`config.mk`:
```
export PLATFORM = sky130hd
export DESIGN_NAME = excl_monitor
export DESIGN_NICKNAME = d
export VERILOG_FILES = /design/src/rtl/excl_pkg.sv /design/src/rtl/excl_perm_check.sv /design/src/rtl/excl_reservation.sv /design/src/rtl/excl_ctl_reg.sv /design/src/rtl/excl_monitor.sv
export SDC_FILE = /design/constraint.sdc
export NUM_CORES = 1
export LEC_CHECK = 0
export ABC_AREA = 1
export BUFFER_PORTS_ARGS = -buffer_cell sky130_fd_sc_hd__clkbuf_2
export CAP_MARGIN = 25
export CORE_MARGIN = 4
export CORE_UTILIZATION = 35
export DETAILED_ROUTE_END_ITERATION = 16
export PLACE_DENSITY_LB_ADDON = 0.1
export SYNTH_ARGS = -nofsm -noshare
export SYNTH_HDL_FRONTEND = slang
export SYNTH_SLANG_ARGS = --single-unit
```
`constraint.sdc`:
```
create_clock -name clk -period 1.59 [get_ports clk]
set_input_delay 0.159 -clock clk [delete_from_list [all_inputs] [get_ports clk]]
set_output_delay 0.159 -clock clk [all_outputs]
set_load 0.02 [all_outputs]
```
`src/rtl/excl_pkg.sv`:
```
package excl_pkg;

  typedef enum logic [1:0] {
    OP_LOADEX  = 2'd0,
    OP_STOREEX = 2'd1,
    OP_CLEAR   = 2'd2,
    OP_GETST   = 2'd3
  } op_kind_e;

  typedef enum logic [1:0] {
    ATTR_BYPASS = 2'd0,
    ATTR_WTHRU  = 2'd1,
    ATTR_WBACK  = 2'd2,
    ATTR_ISOL   = 2'd3
  } cache_attr_e;

  typedef enum logic [1:0] {
    CAUSE_NONE  = 2'd0,
    CAUSE_ALIGN = 2'd1,
    CAUSE_LDST  = 2'd2,
    CAUSE_EXCL  = 2'd3
  } exc_cause_e;

  // Select the 2-bit permission field for an attribute and grade it.
  function automatic exc_cause_e perm_cause(input logic [5:0] fields,
                                            input logic [1:0] attr,
                                            input bit         has_dcache);
    logic [1:0] eff;
    logic [1:0] fld;
    eff = has_dcache ? attr : ATTR_BYPASS;
    fld = 2'b00;
    case (cache_attr_e'(eff))
      ATTR_BYPASS: fld = fields[1:0];
      ATTR_WTHRU:  fld = fields[3:2];
      ATTR_WBACK:  fld = fields[5:4];
      default:     return CAUSE_LDST;
    endcase
    return (fld == 2'b00) ? CAUSE_EXCL : CAUSE_NONE;
  endfunction

endpackage

```
`src/rtl/excl_perm_check.sv`:
```
module excl_perm_check
  import excl_pkg::*;
#(
  parameter bit HAS_DCACHE = 1'b1
) (
  input  logic [5:0] fields,
  input  logic [1:0] attr,
  output logic [1:0] cause
);
  always_comb cause = perm_cause(fields, attr, HAS_DCACHE);

  always_comb begin
    if (!HAS_DCACHE) begin
      a_nc_bypass_r9: assert (cause == ((fields[1:0] == 2'b00) ? CAUSE_EXCL : CAUSE_NONE))
        else $error("no-cache variant did not use the bypass field");
    end
  end
endmodule

```
`src/rtl/excl_reservation.sv`:
```
module excl_reservation #(
  parameter int AW = 32,
  parameter int DW = 32
) (
  input  logic          clk,
  input  logic          rst_n,
  input  logic          set_en,
  input  logic [AW-1:0] set_addr,
  input  logic [DW-1:0] set_val,
  input  logic          clr_en,
  output logic [AW-1:0] resv_addr,
  output logic [DW-1:0] resv_val
);
  localparam logic [AW-1:0] NO_RESV = '1;

  always_ff @(posedge clk or negedge rst_n) begin
    if (!rst_n) begin
      resv_addr <= NO_RESV;
      resv_val  <= '0;
    end else if (set_en) begin
      resv_addr <= set_addr;
      resv_val  <= set_val;
    end else if (clr_en) begin
      resv_addr <= NO_RESV;
    end
  end

  p_set_clr_apart_r5: assert property (@(posedge clk) disable iff (!rst_n)
    !(set_en && clr_en))
    else $error("reservation set and cleared together");

  p_clear_takes_r11: assert property (@(posedge clk) disable iff (!rst_n)
    clr_en |=> resv_addr == NO_RESV)
    else $error("clear did not drop the reservation");
endmodule

```
`src/rtl/excl_ctl_reg.sv`:
```
module excl_ctl_reg #(
  parameter int              CTL_W     = 9,
  parameter int              FLAG_BIT  = 8,
  parameter logic [CTL_W-1:0] CTL_RESET = 9'h028
) (
  input  logic             clk,
  input  logic             rst_n,
  input  logic             we,
  input  logic [CTL_W-1:0] wdata,
  input  logic             flag_we,
  input  logic             flag_in,
  output logic [CTL_W-1:0] ctl_q
);
  always_ff @(posedge clk or negedge rst_n) begin
    if (!rst_n)       ctl_q <= CTL_RESET;
    else if (we)      ctl_q <= wdata;
    else if (flag_we) ctl_q[FLAG_BIT] <= flag_in;
  end

  p_flag_only_r7: assert property (@(posedge clk) disable iff (!rst_n)
    (flag_we && !we) |=> ctl_q[5:0] == $past(ctl_q[5:0]))
    else $error("flag update disturbed permission fields");

  p_write_wins_r14: assert property (@(posedge clk) disable iff (!rst_n)
    we |=> ctl_q == $past(wdata))
    else $error("control write lost");
endmodule

```
`src/rtl/excl_monitor.sv`:
```
module excl_monitor
  import excl_pkg::*;
#(
  parameter int               AW         = 32,
  parameter int               DW         = 32,
  parameter int               CTL_W      = 9,
  parameter int               FLAG_BIT   = 8,
  parameter logic [CTL_W-1:0] CTL_RESET  = 9'h028,
  parameter bit               HAS_DCACHE = 1'b1
) (
  input  logic             clk,
  input  logic             rst_n,
  input  logic             ctl_we,
  input  logic [CTL_W-1:0] ctl_wdata,
  input  logic             op_valid,
  input  logic [1:0]       op_kind,
  input  logic [AW-1:0]    op_addr,
  input  logic [DW-1:0]    op_wdata,
  input  logic [1:0]       op_attr,
  output logic             op_done,
  output logic [DW-1:0]    op_rdata,
  output logic             op_exc,
  output logic [1:0]       op_cause,
  output logic             mem_req,
  output logic             mem_cas,
  output logic [AW-1:0]    mem_addr,
  output logic [DW-1:0]    mem_cmp,
  output logic [DW-1:0]    mem_wdata,
  input  logic             mem_ready,
  input  logic [DW-1:0]    mem_rdata
);
  localparam int ALB = $clog2(DW / 8);

  typedef enum logic [1:0] {S_IDLE, S_MEM, S_DONE} st_e;

  st_e             st_q, st_d;
  op_kind_e        kind_q, kind_in;
  logic [AW-1:0]   addr_q;
  logic [DW-1:0]   wdata_q;
  logic            done_q, exc_q;
  logic [1:0]      cause_q;
  logic [DW-1:0]   rdata_q;

  logic [AW-1:0]   resv_addr;
  logic [DW-1:0]   resv_val;
  logic            resv_set, resv_clr;
  logic [CTL_W-1:0] ctl_q;
  logic            flag_we, flag_in, flag_now;
  logic [1:0]      perm;

  logic            fin, fin_exc, cap;
  logic [1:0]      fin_cause;
  logic [DW-1:0]   fin_rdata;

  // Named events for the assertions.
  logic accept, misal, resv_hit, mem_ack, cas_ack, cas_pass;

  assign kind_in  = op_kind_e'(op_kind);
  assign flag_now = ctl_q[FLAG_BIT];
  assign accept   = (st_q == S_IDLE) && op_valid;
  assign misal    = |op_addr[ALB-1:0];
  assign resv_hit = (op_addr == resv_addr);
  assign mem_ack  = (st_q == S_MEM) && mem_ready;
  assign cas_ack  = mem_ack && (kind_q == OP_STOREEX);
  assign cas_pass = (mem_rdata == resv_val);

  excl_perm_check #(.HAS_DCACHE(HAS_DCACHE)) u_perm (
    .fields (ctl_q[5:0]),
    .attr   (op_attr),
    .cause  (perm)
  );

  excl_reservation #(.AW(AW), .DW(DW)) u_resv (
    .clk       (clk),
    .rst_n     (rst_n),
    .set_en    (resv_set),
    .set_addr  (addr_q),
    .set_val   (mem_rdata),
    .clr_en    (resv_clr),
    .resv_addr (resv_addr),
    .resv_val  (resv_val)
  );

  excl_ctl_reg #(.CTL_W(CTL_W), .FLAG_BIT(FLAG_BIT), .CTL_RESET(CTL_RESET)) u_ctl (
    .clk     (clk),
    .rst_n   (rst_n),
    .we      (ctl_we),
    .wdata   (ctl_wdata),
    .flag_we (flag_we),
    .flag_in (flag_in),
    .ctl_q   (ctl_q)
  );

  always_comb begin
    st_d      = st_q;
    resv_set  = 1'b0;
    resv_clr  = 1'b0;
    flag_we   = 1'b0;
    flag_in   = 1'b0;
    fin       = 1'b0;
    fin_exc   = 1'b0;
    fin_cause = CAUSE_NONE;
    fin_rdata = '0;
    cap       = 1'b0;
    unique case (st_q)
      S_IDLE: if (op_valid) begin
        unique case (kind_in)
          OP_LOADEX: begin
            if (misal) begin
              fin = 1'b1; fin_exc = 1'b1; fin_cause = CAUSE_ALIGN;
            end else if (perm != CAUSE_NONE) begin
              fin = 1'b1; fin_exc = 1'b1; fin_cause = perm;
            end else begin
              cap = 1'b1;
            end
          end
          OP_STOREEX: begin
            if (misal) begin
              fin = 1'b1; fin_exc = 1'b1; fin_cause = CAUSE_ALIGN;
            end else if (!resv_hit) begin
              fin = 1'b1; flag_we = 1'b1; flag_in = 1'b0;
              fin_rdata = DW'(flag_now);
            end else if (perm != CAUSE_NONE) begin
              fin = 1'b1; fin_exc = 1'b1; fin_cause = perm;
            end else begin
              cap = 1'b1;
            end
          end
          OP_CLEAR: begin
            fin = 1'b1; resv_clr = 1'b1;
          end
          default: begin
            fin = 1'b1; flag_we = 1'b1; flag_in = op_wdata[0];
            fin_rdata = DW'(flag_now);
          end
        endcase
        if (cap) st_d = S_MEM;
      end
      S_MEM: if (mem_ready) begin
        fin = 1'b1;
        if (kind_q == OP_LOADEX) begin
          resv_set  = 1'b1;
          fin_rdata = mem_rdata;
        end else begin
          flag_we   = 1'b1;
          flag_in   = cas_pass;
          resv_clr  = 1'b1;
          fin_rdata = DW'(flag_now);
        end
      end
      default: st_d = S_IDLE;
    endcase
    if (fin) st_d = S_DONE;
  end

  always_ff @(posedge clk or negedge rst_n) begin
    if (!rst_n) begin
      st_q    <= S_IDLE;
      kind_q  <= OP_LOADEX;
      addr_q  <= '0;
      wdata_q <= '0;
      done_q  <= 1'b0;
      exc_q   <= 1'b0;
      cause_q <= CAUSE_NONE;
      rdata_q <= '0;
    end else begin
      st_q   <= st_d;
      done_q <= fin;
      if (cap) begin
        kind_q  <= kind_in;
        addr_q  <= op_addr;
        wdata_q <= op_wdata;
      end
      if (fin) begin
        exc_q   <= fin_exc;
        cause_q <= fin_cause;
        rdata_q <= fin_rdata;
      end
    end
  end

  assign op_done   = done_q;
  assign op_rdata  = rdata_q;
  assign op_exc    = exc_q;
  assign op_cause  = cause_q;
  assign mem_req   = (st_q == S_MEM);
  assign mem_cas   = (kind_q == OP_STOREEX);
  assign mem_addr  = addr_q;
  assign mem_cmp   = resv_val;
  assign mem_wdata = wdata_q;

  p_req_stable_r13: assert property (@(posedge clk) disable iff (!rst_n)
    (mem_req && !mem_ready) |=> mem_req && $stable(mem_addr) && $stable(mem_cas)
                                 && $stable(mem_wdata) && $stable(mem_cmp))
    else $error("memory request changed before acknowledge");

  p_req_after_accept_r10: assert property (@(posedge clk) disable iff (!rst_n)
    $rose(mem_req) |-> $past(accept) && !$past(misal))
    else $error("memory request without an aligned accepted op");

  p_resv_dropped_r5: assert property (@(posedge clk) disable iff (!rst_n)
    cas_ack |=> resv_addr == '1)
    else $error("reservation survived a matched store");

  p_flag_result_r6: assert property (@(posedge clk) disable iff (!rst_n)
    (cas_ack && !ctl_we) |=> ctl_q[FLAG_BIT] == ($past(mem_rdata) == $past(mem_cmp)))
    else $error("status flag does not match swap result");

  p_done_pulse_r2: assert property (@(posedge clk) disable iff (!rst_n)
    op_done |=> !op_done)
    else $error("completion longer than one cycle");

  p_exc_no_req_r10: assert property (@(posedge clk) disable iff (!rst_n)
    (op_done && op_exc) |-> !mem_req)
    else $error("exception with memory request");
endmodule

```
Yosys cells after proc, flatten, opt, wreduce, memory -nomap -nowiden
Cells that the tools add are included.
- flip-flop bits (word level): 175
- word-level logic and storage cells: 101
- reductions and logical operators: 13
- equality and inequality tests: 11
- multiplexer cells: 65
- operator list (cell ; number):
    32-bit 2-to-1 mux ; 4
    32-bit == test ; 2
    32-bit one-hot mux with 2 select lines ; 1
    1-bit 2-to-1 mux ; 37
    2-bit 2-to-1 mux ; 11
    1-bit one-hot mux with 2 select lines ; 9
    2-bit logical NOT ; 5
    2-bit by 1-bit == test with 1-bit output, second input constant ; 4
    2-bit one-hot mux with 2 select lines ; 2
    2-bit one-hot mux with 3 select lines ; 1
    2-bit nonzero test ; 3
    3-bit OR reduction ; 2
    2-bit == test, second input constant ; 2
    2-bit OR reduction ; 2
    3-bit by 2-bit != test with 1-bit output, second input constant ; 1
    3-bit != test, second input constant ; 1
    3-bit AND reduction ; 1
    2-bit by 1-bit != test with 1-bit output, second input constant ; 1

Logic depth before layout (Yosys ltp)
Gate-level depths: netlist of the first run.
- depth in word-level cells: 16
- depth in mapped cells: 15
- mapped depth without buffers: 14

Cells and area by module
From an unflattened synthesis of the first run, not the netlist that was laid out.
- cell total of the unflattened synthesis: 1002
- area, all modules: 8209.1 sq um
- by module, submodules not included (module ; times used ; area an instance (sq um) ; cells each):
    excl_monitor ; 1 ; 5047.3 ; 602
    excl_reservation ; 1 ; 2708.8 ; 340
    excl_ctl_reg ; 1 ; 369.1 ; 43
    excl_perm_check ; 1 ; 83.8 ; 17

Least setup slack after synthesis of the first run
No wires, ideal clock.
- path type: register to register
- from: reg u_resv.resv_addr[4]
- to: reg addr_q[2] (netlist: mem_addr[2])
- buffers on the path: 2
- arrival time: 1568 ps
- setup slack: -104 ps
- required time: 1464 ps
- clock period less this slack: 1694 ps
- cell stages (with the launch flop): 13
- library setup time: 126 ps
- cell sequence: dfstp_2 -> xnor2_1 -> nand2_1 -> nor2_1 -> nand2_1 -> nor2_1 -> nand2_1 -> nand2_1 -> nand2_2 -> nor2_4 -> buf_6 -> buf_6 -> o21ai_0
- cells in the longest elaborated chain, start to end: 8
- RTL lines (element ; RTL line ; RTL):
    start, declared ; excl_reservation.sv:11 ; output logic [AW-1:0] resv_addr,
    start signal, assigned ; excl_reservation.sv:21 ; resv_addr <= set_addr;
    32-bit == test ; excl_monitor.sv:62 ; assign resv_hit = (op_addr == resv_addr);
    1-bit 2-to-1 mux ; excl_monitor.sv:120 ; end else if (!resv_hit) begin
    1-bit 2-to-1 mux ; excl_monitor.sv:118 ; if (misal) begin
    1-bit one-hot mux with 2 select lines ; excl_monitor.sv:107 ; unique case (kind_in)
    1-bit 2-to-1 mux ; excl_monitor.sv:106 ; S_IDLE: if (op_valid) begin
    1-bit 2-to-1 mux ; excl_monitor.sv:105 ; unique case (st_q)
    1-bit 2-to-1 mux ; excl_monitor.sv:106 ;
    1-bit 2-to-1 mux ; excl_monitor.sv:105 ;
    end signal, assigned ; excl_monitor.sv:171 ; addr_q <= op_addr;
    end, declared ; excl_monitor.sv:38 ; logic [AW-1:0] addr_q;
Every way passes these cells. The select of a mux whose other input is x is not followed.
A chain may end at the register's enable or synchronous reset.

Final worst setup path of the first run
- from: reg u_resv.resv_addr[30]
- to: reg wdata_q[25] (netlist: mem_wdata[25])
- cells in the longest elaborated chain, start to end: 8
- RTL lines (element ; RTL line ; RTL):
    32-bit == test ; excl_monitor.sv:62 ;
    1-bit 2-to-1 mux ; excl_monitor.sv:120 ;
    1-bit 2-to-1 mux ; excl_monitor.sv:118 ;
    1-bit one-hot mux with 2 select lines ; excl_monitor.sv:107 ;
    1-bit 2-to-1 mux ; excl_monitor.sv:106 ;
    1-bit 2-to-1 mux ; excl_monitor.sv:105 ;
    1-bit 2-to-1 mux ; excl_monitor.sv:106 ;
    1-bit 2-to-1 mux ; excl_monitor.sv:105 ;
    end signal, assigned ; excl_monitor.sv:172 ; wdata_q <= op_wdata;
    end, declared ; excl_monitor.sv:39 ; logic [DW-1:0] wdata_q;
Every way passes these cells. The select of a mux whose other input is x is not followed.

==> metrics.txt, run 1 <==
syn nets=975; I/O pin count=248; worst vdd ir=0.000695 V; XOR/XNOR Fraction of Synth Area=0.0608; status=finished with violations; H-tree Lvls=4; TritonRoute pass-1 iters=5; Netlist Area Pre-Place=about 7600 µm²; Root Driver=clkbuf_16; total CTS buffers=17; number of flops mapped to enable cells by yosys=0; Slew headroom=0.697; die width=156 µm; HPWL Detailed=15.1 mm; vias in the first global route=approximately 7000; Final Hold Vio Count=0; Worst Tran Pin Value=454 ps; Post-synth top cells=nand2_1, dfrtp_1, inv_1; initial antenna violation count=0; violated checks=setup timing; Fin Setup TNS=-37880 ps; most numerous cell in the Yosys netlist=nand2_1; compound-gate portion of the synthesized area=0.0778; crit path time final=2000 ps; Clock Sinks=175; RSZ-0062 raised after global routing=true; final setup fails=105; largest family of logic cells by synthesized area=simple AND/OR/NAND/NOR gates; Slew Limit Fails=0; total die area=~24000 µm²; clock transition at the registers of the reported paths=70 ps; FP Rows=53; layout cell share with drive strength beyond 1=0.325; Crit path required time=around 1900 ps; Area Overhead vs Synth=50.7%; final worst-path cycle share=1.26; Die H=156 µm; # nets final=1353; Hold Worst Slack=5.81 ps; Max clock buf depth=2; pre-CTS WS=-438 ps; total core area=21200 µm²; first-pass GRT wire length=approximately 36 mm; Post-Synth Simple-Gate Area=0.201; Final GP Congestion=0.746; gr ovfl total=0; Tot GR Track Use=0.185; Leak Pwr=roughly 6.3 nW; Syn. warnings=0; synth top area cells=dfrtp_1, nand2_1, dfstp_2; ys flop type=dfrtp_1; CP max FO=7; Setup CP Type=flip-flop to flip-flop; Skew-Pair Late Insertion Delay=420 ps; CP Capture Type=flip-flop; Remaining DRCs=0; initial core utilization=0.360; post-synthesis mux area share=0; share of the yosys chip area belonging to registers=0.579; Worst setup SP type=flip-flop; # Max-Cap Violations=0; Inserted Diodes=0; initial DRC count=229; Area after DPL=roughly 9500 µm²; Via Count=6886; ys async rst share=1.00; post-synthesis instance total=861; PortBufs=245; flop2flop setup slack=-410 ps; synthesized area per cell=8.87 µm²; drt wl/cell=~15 µm; Yosys reg bits=175; Design Area, Final=about 12000 µm²; Worst Skew=about 12 ps; area of the multi-input gates=2710 µm²; WP data arrival=roughly 2300 ps; Sequential Area=between 4000 and 5000 µm²; ANT nets after route=0; Pwr Total=12.0 mW; Final WS setup=-411 ps; CTS tree=yes; post-synth top area share=0.462; Max Fclk=500 MHz; area leader, netlist=dfrtp_1; Pwr per Cell Area=1040 nW/µm²; Total Wirelength=approximately 24 mm; Synth cell types=26; FILL cells=2023; Hold WC Path Type=primary input to flip-flop; Synth Area in Adders=0; largest net degree at the start of global routing=between 50 and 60; DR vias/cell=4.51
[power breakdown]
group	total, mW	leakage [nW]	switching, mW	internal [mW]
clock	4.46	0.302	1.90	2.56
combinational	2.34	3.86	1.38	0.954
sequential	5.15	2.14	0.264	4.89
total	12.0	6.31	3.55	8.41
[through the flow]
step | cells | utilization
CTS | 1510 | 0.522
global route | 1527 | 0.542
detailed placement | 1387 | 0.447
floorplan | 861 | -
global placement | 1387 | 0.447
finish | 1527 | 0.542
[path summary, 6_finish.rpt]
check | start | end | depth (start not counted)
max | u_resv.resv_addr[30] | mem_wdata[25] | 14
min | mem_rdata[30] | op_rdata[30] | 3
max reg2reg | u_resv.resv_addr[30] | mem_wdata[25] | 14
min reg2reg | u_ctl.ctl_q[5] | u_ctl.ctl_q[5] | 2
max in group asynchronous | rst_n | u_ctl.ctl_q[5] | 3
min in group asynchronous | rst_n | mem_addr[19] | 2
[layout by cell type, fill, tap and decap left out, drive strengths merged]
cell,synthesis,final
nand4,6,6
a22oi,30,30
clkinvlp,0,1
buf,20,56
dlygate4sd3,0,85
dfrtp,141,141
nand2,298,298
clkbuf,16,273
xnor2,51,51
inv,108,116
o21ai,66,66
nand3,45,45
dfstp,34,34
or2,3,3
a21oi,5,5
o211ai,1,1
nor2,31,31
nor3,2,2
a31oi,1,1
clkinv,1,2
bufinv,0,3
xor2,2,2
[timing repair]
action	4_1_cts	5_1_grt
pin swaps	0	8
gates cloned	2	14
gates resized for setup	19	37
hold endpoints to repair	139	0
buffers inserted	4	4
setup endpoints to repair	105	137
hold buffers	85	0
[kinds of logic (layout without fill, tap and decap cells)]
kind of cell,count (synthesis),in the layout
xor gates and xnor gates,53,53
and+or+nand+nor,385,385
buffers and inverters,145,536
DFF,175,175
AOI/OAI and AO/OA,103,103
[metal layers]
layer  wire, µm  GRT usage  up-vias
met4        270     0.0404        0
met1      10600      0.248     3255
met5          0          0        -
met2      11300      0.305      182
li1           -          -     3435
met3       1380     0.0449       14
[state kept, by name, summed over array words and instances (netlist names)]
| signal | cells |
|---|---|
| mem_wdata | 32 |
| st_q | 2 |
| u_resv.resv_addr | 32 |
| u_ctl.ctl_q | 7 |
| op_cause | 2 |
| op_exc | 1 |
| op_done | 1 |
| mem_addr | 32 |
| u_resv.resv_val | 32 |
| op_rdata | 32 |
| kind_q | 2 |
[area by class of cell]
class / instances / area share
clock buffers: 19 / 0.0385
clock inverters: 13 / 0.0152
inverters: 109 / 0.0362
multi-input cells: 541 / 0.235
flip-flops and latches: 175 / 0.384
well taps: 275 / 0.0299
repair buffers: 395 / 0.260
[critical path, cell delays in order, from the launching register on]
cell and delay [ps]:
dfstp_2 560, xnor2_2 110, nand2_1 70, nor2_1 110
nand2_1 70, nor2_2 140, nand2_2 80, nand2_2 70
nand2_2 70, nor2_4 150, buf_6 140, inv_8 50
clkbuf_16 150, nand2_1 50, nand2_1 50
(Power assumes the default switching activity.)
==> run 2, diff against run 1 <==
- CTS_BUF_LIST: not set -> sky130_fd_sc_hd__clkbuf_2 sky130_fd_sc_hd__clkbuf_4 sky130_fd_sc_hd__clkbuf_8
- SYNTH_HIERARCHICAL: not set -> 1
==> run 2 against run 1 <==
  * The flow still finishes with violations (setup timing)
  * Non-clock buffer count grew 41
  * Synthesized area grew 6.6%
  * Sequential cell count is the same
  * Maximum frequency grew 2.4%
  * Clock skew grew 4.7 ps
  * Register-to-register slack gained 50 ps
  * Worst setup slack gained 46 ps
  * Highest routed layer unchanged
==> metrics.txt, run 2 <==
Tot GR Track Use=0.191 (+0.00629); # Max-Cap Violations=0 (unchanged); # nets final=1523 (+13%); fin cells=1734 (+14%); status=finished with violations; post-synthesis instance total=994 (+15%); Worst setup SP type=flip-flop; Pwr per Cell Area=849 nW/µm² (-18%); Final GP Congestion=0.779 (+4.4%); ANT nets after route=0 (unchanged); Total Wirelength=27.3 mm (+15%); WP data arrival=2300 ps (about the same); synthesized area per cell=8.19 µm² (-7.7%); initial core utilization=0.357 (-0.00258); total die area=25800 µm² (+6.2%); FP Rows=55 (+3.8%); dpl cells=1553 (+12%); cell mode on critical path=nand2_1; vias in the first global route=7441 (+6.0%); Via Count=7741 (+12%); CP max FO=14 (+7); Final Hold Vio Count=0 (unchanged); Inserted Diodes=0 (unchanged); Hold WC Path Type=primary input to flip-flop; layout cell share with drive strength beyond 1=0.376 (+0.0514); worst vdd ir=0.000454 V (-35%); H-tree Lvls=4 (unchanged); Reg2Reg Depth=12 (-2); initial DRC count=485 (+110%); final worst-path cycle share=1.23 (-0.0292); Skew-Pair Late Insertion Delay=460 ps (+40 ps); clock transition at the registers of the reported paths=100 ps (+30 ps); RSZ-0062 raised after global routing=true; gr ovfl total=0 (unchanged); PortBufs=245 (unchanged); Crit path required time=1930 ps (+40 ps); Stages on worst setup path=12 (-2); I/O pin count=248 (unchanged); Top delay family on crit path=simple AND/OR/NAND/NOR gates; largest net degree at the start of global routing=57 (unchanged); syn nets=1108 (+14%); Hold Worst Slack=34.2 ps (+28.4 ps); Leak Pwr=6.75 nW (+7.0%); Netlist Area Pre-Place=8140 µm² (+6.6%); CP cell instances=xnor2_1, nand2_1, nor2_1, nand2_2, nor2_4, nand2_2, nand2_4, nand3_4, buf_12, clkbuf_16, nand2_1, nand2_1; Syn. warnings=6 (+6); crit path time final=1950 ps (-46.5 ps); Die H=160 µm (+3.1%); Worst Tran Pin Value=575 ps (+121 ps); initial antenna violation count=0 (unchanged); HPWL Detailed=15.5 mm (+2.8%); TritonRoute pass-1 iters=5 (unchanged); Root Driver=clkbuf_8; die width=160 µm (+3.1%); DR vias/cell=4.46 (-1.0%); Worst Skew=17.2 ps (+4.73 ps); Area Overhead vs Synth=56.7%; Remaining DRCs=0 (unchanged); Slew headroom=0.617 (-0.0806); hold path depth=4 (+1); total CTS buffers=17 (unchanged); Slew Limit Fails=0 (unchanged); Max clock buf depth=2 (unchanged); violated checks=setup timing; Final WS setup=-364 ps (+46.5 ps); CP Capture Type=flip-flop; commonest non-fill, non-tap cell in the layout=nand2_1; Buffers & Inverters on Critical Path=2 (-1); Slowest Stage Delay on Critical Path=550 ps (about the same); Setup CP Type=flip-flop to flip-flop; total core area=22800 µm² (+7.3%); first-pass GRT wire length=39.6 mm (+9.5%); Clock Sinks=175 (unchanged); CTS tree=yes; Slowest-stage cell, CP=dfstp_2; drt wl/cell=15.7 µm (+1.7%); Max Fclk=512 MHz (+2.4%); final setup fails=161 (+53%); most frequent cells in the layout=nand2_1, clkbuf_2, dfrtp_1
run 2: final timing paths:
kind / startpoint / endpoint / slack (ps)
setup / recovery: u_resv/resv_addr[2] / mem_addr[3] / -360
hold / removal: op_addr[26] / mem_addr[26] / 30
setup reg to reg: u_resv/resv_addr[2] / mem_addr[3] / -360
hold reg to reg: u_resv/resv_addr[6] / u_resv/resv_addr[6] / 470
max in group asynchronous: rst_n / u_resv/resv_addr[20] / 700
min in group asynchronous: rst_n / u_resv/resv_val[27] / 160
run 2: through the flow:
step	util	TNS [ps]	total power [mW]	instance area [µm²]	setup WS, ps
after floorplan	-	-10440	6.68	8210	-134
after global placement	0.437	-37350	7.53	9960	-396
after CTS	0.525	-36420	10.8	11900	-358
after detailed placement	0.437	-36730	7.55	9960	-402
final	0.560	-35490	10.8	12700	-364
after global routing	0.560	-52090	11.4	12700	-445
run 2: area by class of cell:
| type | count | area [µm²] |
|---|---|---|
| fillers | 2118 | 10000 |
| flip-flops and latches | 175 | 4420 |
| repair buffers | 436 | 3670 |
| multi-input cells | 705 | 3590 |
| well taps | 313 | 392 |
| inverters | 73 | 299 |
| clock buffers | 18 | 248 |
| clock inverters | 13 | 104 |
| repair inverters | 1 | 16.3 |
run 2: worst min-delay path, cell delays in order:
cell,delay (ps)
clkbuf_2,110
buf_4,100
nand2_1,40
nand2_1,50
run 2: layer usage:
metal / vias to the layer above / part of all wire / routed length [µm] / track usage
met3: 29 / 0.042 / 1130 / 0.0362
met4: 0 / 0.017 / 463 / 0.0544
li1: 3846 / - / - / -
met2: 203 / 0.47 / 12800 / 0.310
met5: - / 0 / 0 / 0
met1: 3663 / 0.47 / 12900 / 0.262
run 2: power breakdown:
part / internal, mW / switching [mW] / total (mW)
clock: 1.14 / 1.77 / 2.91
combinational: 1.10 / 1.35 / 2.45
sequential: 5.07 / 0.387 / 5.46
total: 7.31 / 3.51 / 10.8
run 2: what timing repair did:
action | CTS | global route
gates cloned | 12 | 17
resized for setup | 51 | 143
hold buffers | 104 | 0
endpoints found under the hold margin | 239 | 0
setup endpoints to repair | 155 | 169
pin swaps | 6 | 49
buffers inserted | 12 | 8
==> run 3, diff against run 2 <==
- CORE_MARGIN: 4 -> 1
==> run 3 against run 2 <==
  * The run still ends with setup timing left
  * Sequential cell count did not move
  * Combinational power fell by 3%
  * Worst hold slack improved by 9.7 ps
  * Clock power rose by 10%
  * First-iteration DRC count fell by 41%
  * Utilization fell by 2.8 points
  * Via count fell by 2.6%
  * Non-clock buffer count fell by 13
  * Total power rose by 1.8%
  * Sequential power barely moved
  * Maximum frequency fell by 1.6%
  * Count of clock-buffer cells in the layout rose by 2
  * Largest power group unchanged
  * Highest routed layer unchanged
==> metrics.txt, run 3 (synthesis gave the netlist of run 2 again) <==
hold_sp=op_addr[25]; CP max FO=5 (-9); commonest non-fill, non-tap cell in the layout=nand2_1; Design Area, Final=12100 µm² (-5.3%); I/O pin count=248 (unchanged); crit path time final=1990 ps (+32.5 ps); FP Rows=55 (unchanged); Pwr per Cell Area=913 nW/µm² (+7.6%); # Max-Cap Violations=0 (unchanged); Inserted Diodes=0 (unchanged); Slowest Stage Delay on Critical Path=550 ps (about the same); RSZ-0062 raised after global routing=true; Via Count=7536 (-2.6%); Slowest-stage cell, CP=dfstp_2; worst vdd ir=0.000459 V (+1.2%); status=finished with violations; FILL cells=2171 (+2.5%); worst r2r src=u_resv/resv_addr[2]; Root Driver=clkbuf_8; fin cells=1693 (-2.4%); Crit path required time=1930 ps (about the same); initial DRC count=284 (-41%); first-pass GRT wire length=36.7 mm (-7.2%); H-tree Lvls=4 (unchanged); Hold Worst Slack=44.0 ps (+9.73 ps); WP data arrival=2320 ps (+20 ps); gr ovfl total=0 (unchanged); CP Capture Type=flip-flop; Max Fclk=503 MHz (-1.6%); Worst Tran Pin Value=557 ps (-18.2 ps); Hold WC Path Type=primary input to flip-flop; layout cell share with drive strength beyond 1=0.320 (-0.0562); PortBufs=245 (unchanged); Total Wirelength=24.8 mm (-9.0%); total core area=22700 µm² (-0.30%); # nets final=1509 (-0.92%); violated checks=setup timing; initial antenna violation count=0 (unchanged); Final Hold Vio Count=0 (unchanged); Pwr Total=11.0 mW (+1.8%); total CTS buffers=17 (unchanged); Worst Skew=16.3 ps (-0.943 ps); dpl cells=1535 (-1.2%); area of the multi-input gates=3320 µm² (-7.6%); Worst setup SP type=flip-flop; Max clock buf depth=2 (unchanged); R2R Path End=kind_q[0]; CP cell instances=xnor2_1, nand2_1, nor2_1, nand2_1, nor2_2, nand2_2, nand2_4, nand3_4, buf_6, buf_4, nand2_1, o21ai_0; clock transition at the registers of the reported paths=90 ps (about the same); Area Overhead vs Synth=48.3%; flop2flop setup slack=-400 ps (-30 ps); cell mode on critical path=nand2_1; hold endpoint=mem_addr[25]; Skew-Pair Late Insertion Delay=460 ps (about the same); die width=154 µm (-3.7%); final worst-path cycle share=1.25 (+0.0205); Area after DPL=10000 µm² (+0.85%); hold path depth=4 (unchanged); Final WS setup=-397 ps (-32.5 ps); Remaining DRCs=0 (unchanged); ANT nets after route=0 (unchanged); Sequential Area=4420 µm² (unchanged); Slew headroom=0.629 (+0.0121); largest net degree at the start of global routing=65 (+14%); TritonRoute pass-1 iters=4 (-1); most frequent cells in the layout=nand2_1, clkbuf_2, dfrtp_1; total die area=23900 µm² (-7.3%); vias in the first global route=7195 (-3.3%); CTS tree=yes; Leak Pwr=6.53 nW (-3.3%); drt wl/cell=14.7 µm (-6.8%); Clock Sinks=175 (unchanged); Reg2Reg Depth=12 (unchanged); Final GP Congestion=0.782 (+0.41%); Die H=154 µm (-3.7%); final setup fails=141 (-12%); Slew Limit Fails=0 (unchanged); Tot GR Track Use=0.196 (+0.00491); DR vias/cell=4.45 (-0.29%); Setup CP Type=flip-flop to flip-flop; initial core utilization=0.358 (+0.00108); HPWL Detailed=15.5 mm (-0.40%)
run 3: cell count changes in the layout (fill, tap and decap cells not counted), sizes merged:
cell | before | now
buf | 77 | 65
clkbuf | 272 | 275
bufinv | 0 | 2
clkinv | 6 | 4
clkinvlp | 5 | 3
bufbuf | 1 | 0
dlygate4sd3 | 104 | 103
run 3: power by group:
group          switching (mW)  internal [mW]  total [mW]
clock network            1.72           1.49        3.21
logic                    1.30           1.08        2.38
registers               0.363           5.07        5.43
total                    3.39           7.63        11.0
run 3: metrics by stage:
step / util / setup TNS [ps] / setup slack, ps
4_1_cts: 0.509 / -29690 / -328
3_3_place_gp: 0.442 / -37690 / -397
2_1_floorplan: - / -10440 / -134
6_report: 0.531 / -38000 / -397
5_1_grt: 0.531 / -48400 / -456
3_5_place_dp: 0.442 / -38600 / -406
run 3: critical path, delay by kind of cell, from the launching register on:
family,cells,cell delay (ps)
and+or+nand+nor,8,840
DFF,1,550
buffers and inverters,2,290
xor gates and xnor gates,1,110
AOI/OAI and AO/OA,1,70
run 3: worst max path at each step:
stage / depth (start not counted) / startpoint / slack, ps / endpoint
after global routing: 13 / u_ctl/ctl_q[3] / -460 / op_cause[0]
after CTS: 13 / u_ctl/ctl_q[3] / -330 / mem_addr[30]
after floorplan: 13 / u_ctl/ctl_q[3] / -130 / mem_addr[10]
final: 12 / u_resv/resv_addr[2] / -400 / kind_q[0]
after global placement: 11 / u_resv/resv_addr[2] / -400 / mem_wdata[10]
after detailed placement: 11 / u_resv/resv_addr[2] / -410 / mem_addr[18]
run 3: what timing repair did:
item / in CTS / in global routing
gates resized for setup: 17 / 45
gates cloned: 1 / 13
setup endpoints to repair: 137 / 165
hold buffers: 103 / 0
pin swaps: 5 / 10
setup buffers: 1 / 8
hold endpoints to repair: 179 / 0
run 3: cell type report:
type,instances,area share
sequential,175,0.366
multi-input combinational,705,0.275
timing repair buffer,423,0.272
tap,285,0.0295
inverter,73,0.0242
clock buffer,20,0.0218
clock inverter,12,0.0110
run 3: per-layer routing:
layer | GRT usage | up-vias | part of all wire
met5 | 0 | - | 0
met4 | 0.0608 | 0 | 0.014
met3 | 0.0308 | 22 | 0.035
met2 | 0.328 | 180 | 0.47
met1 | 0.260 | 3533 | 0.48
li1 | - | 3801 | -
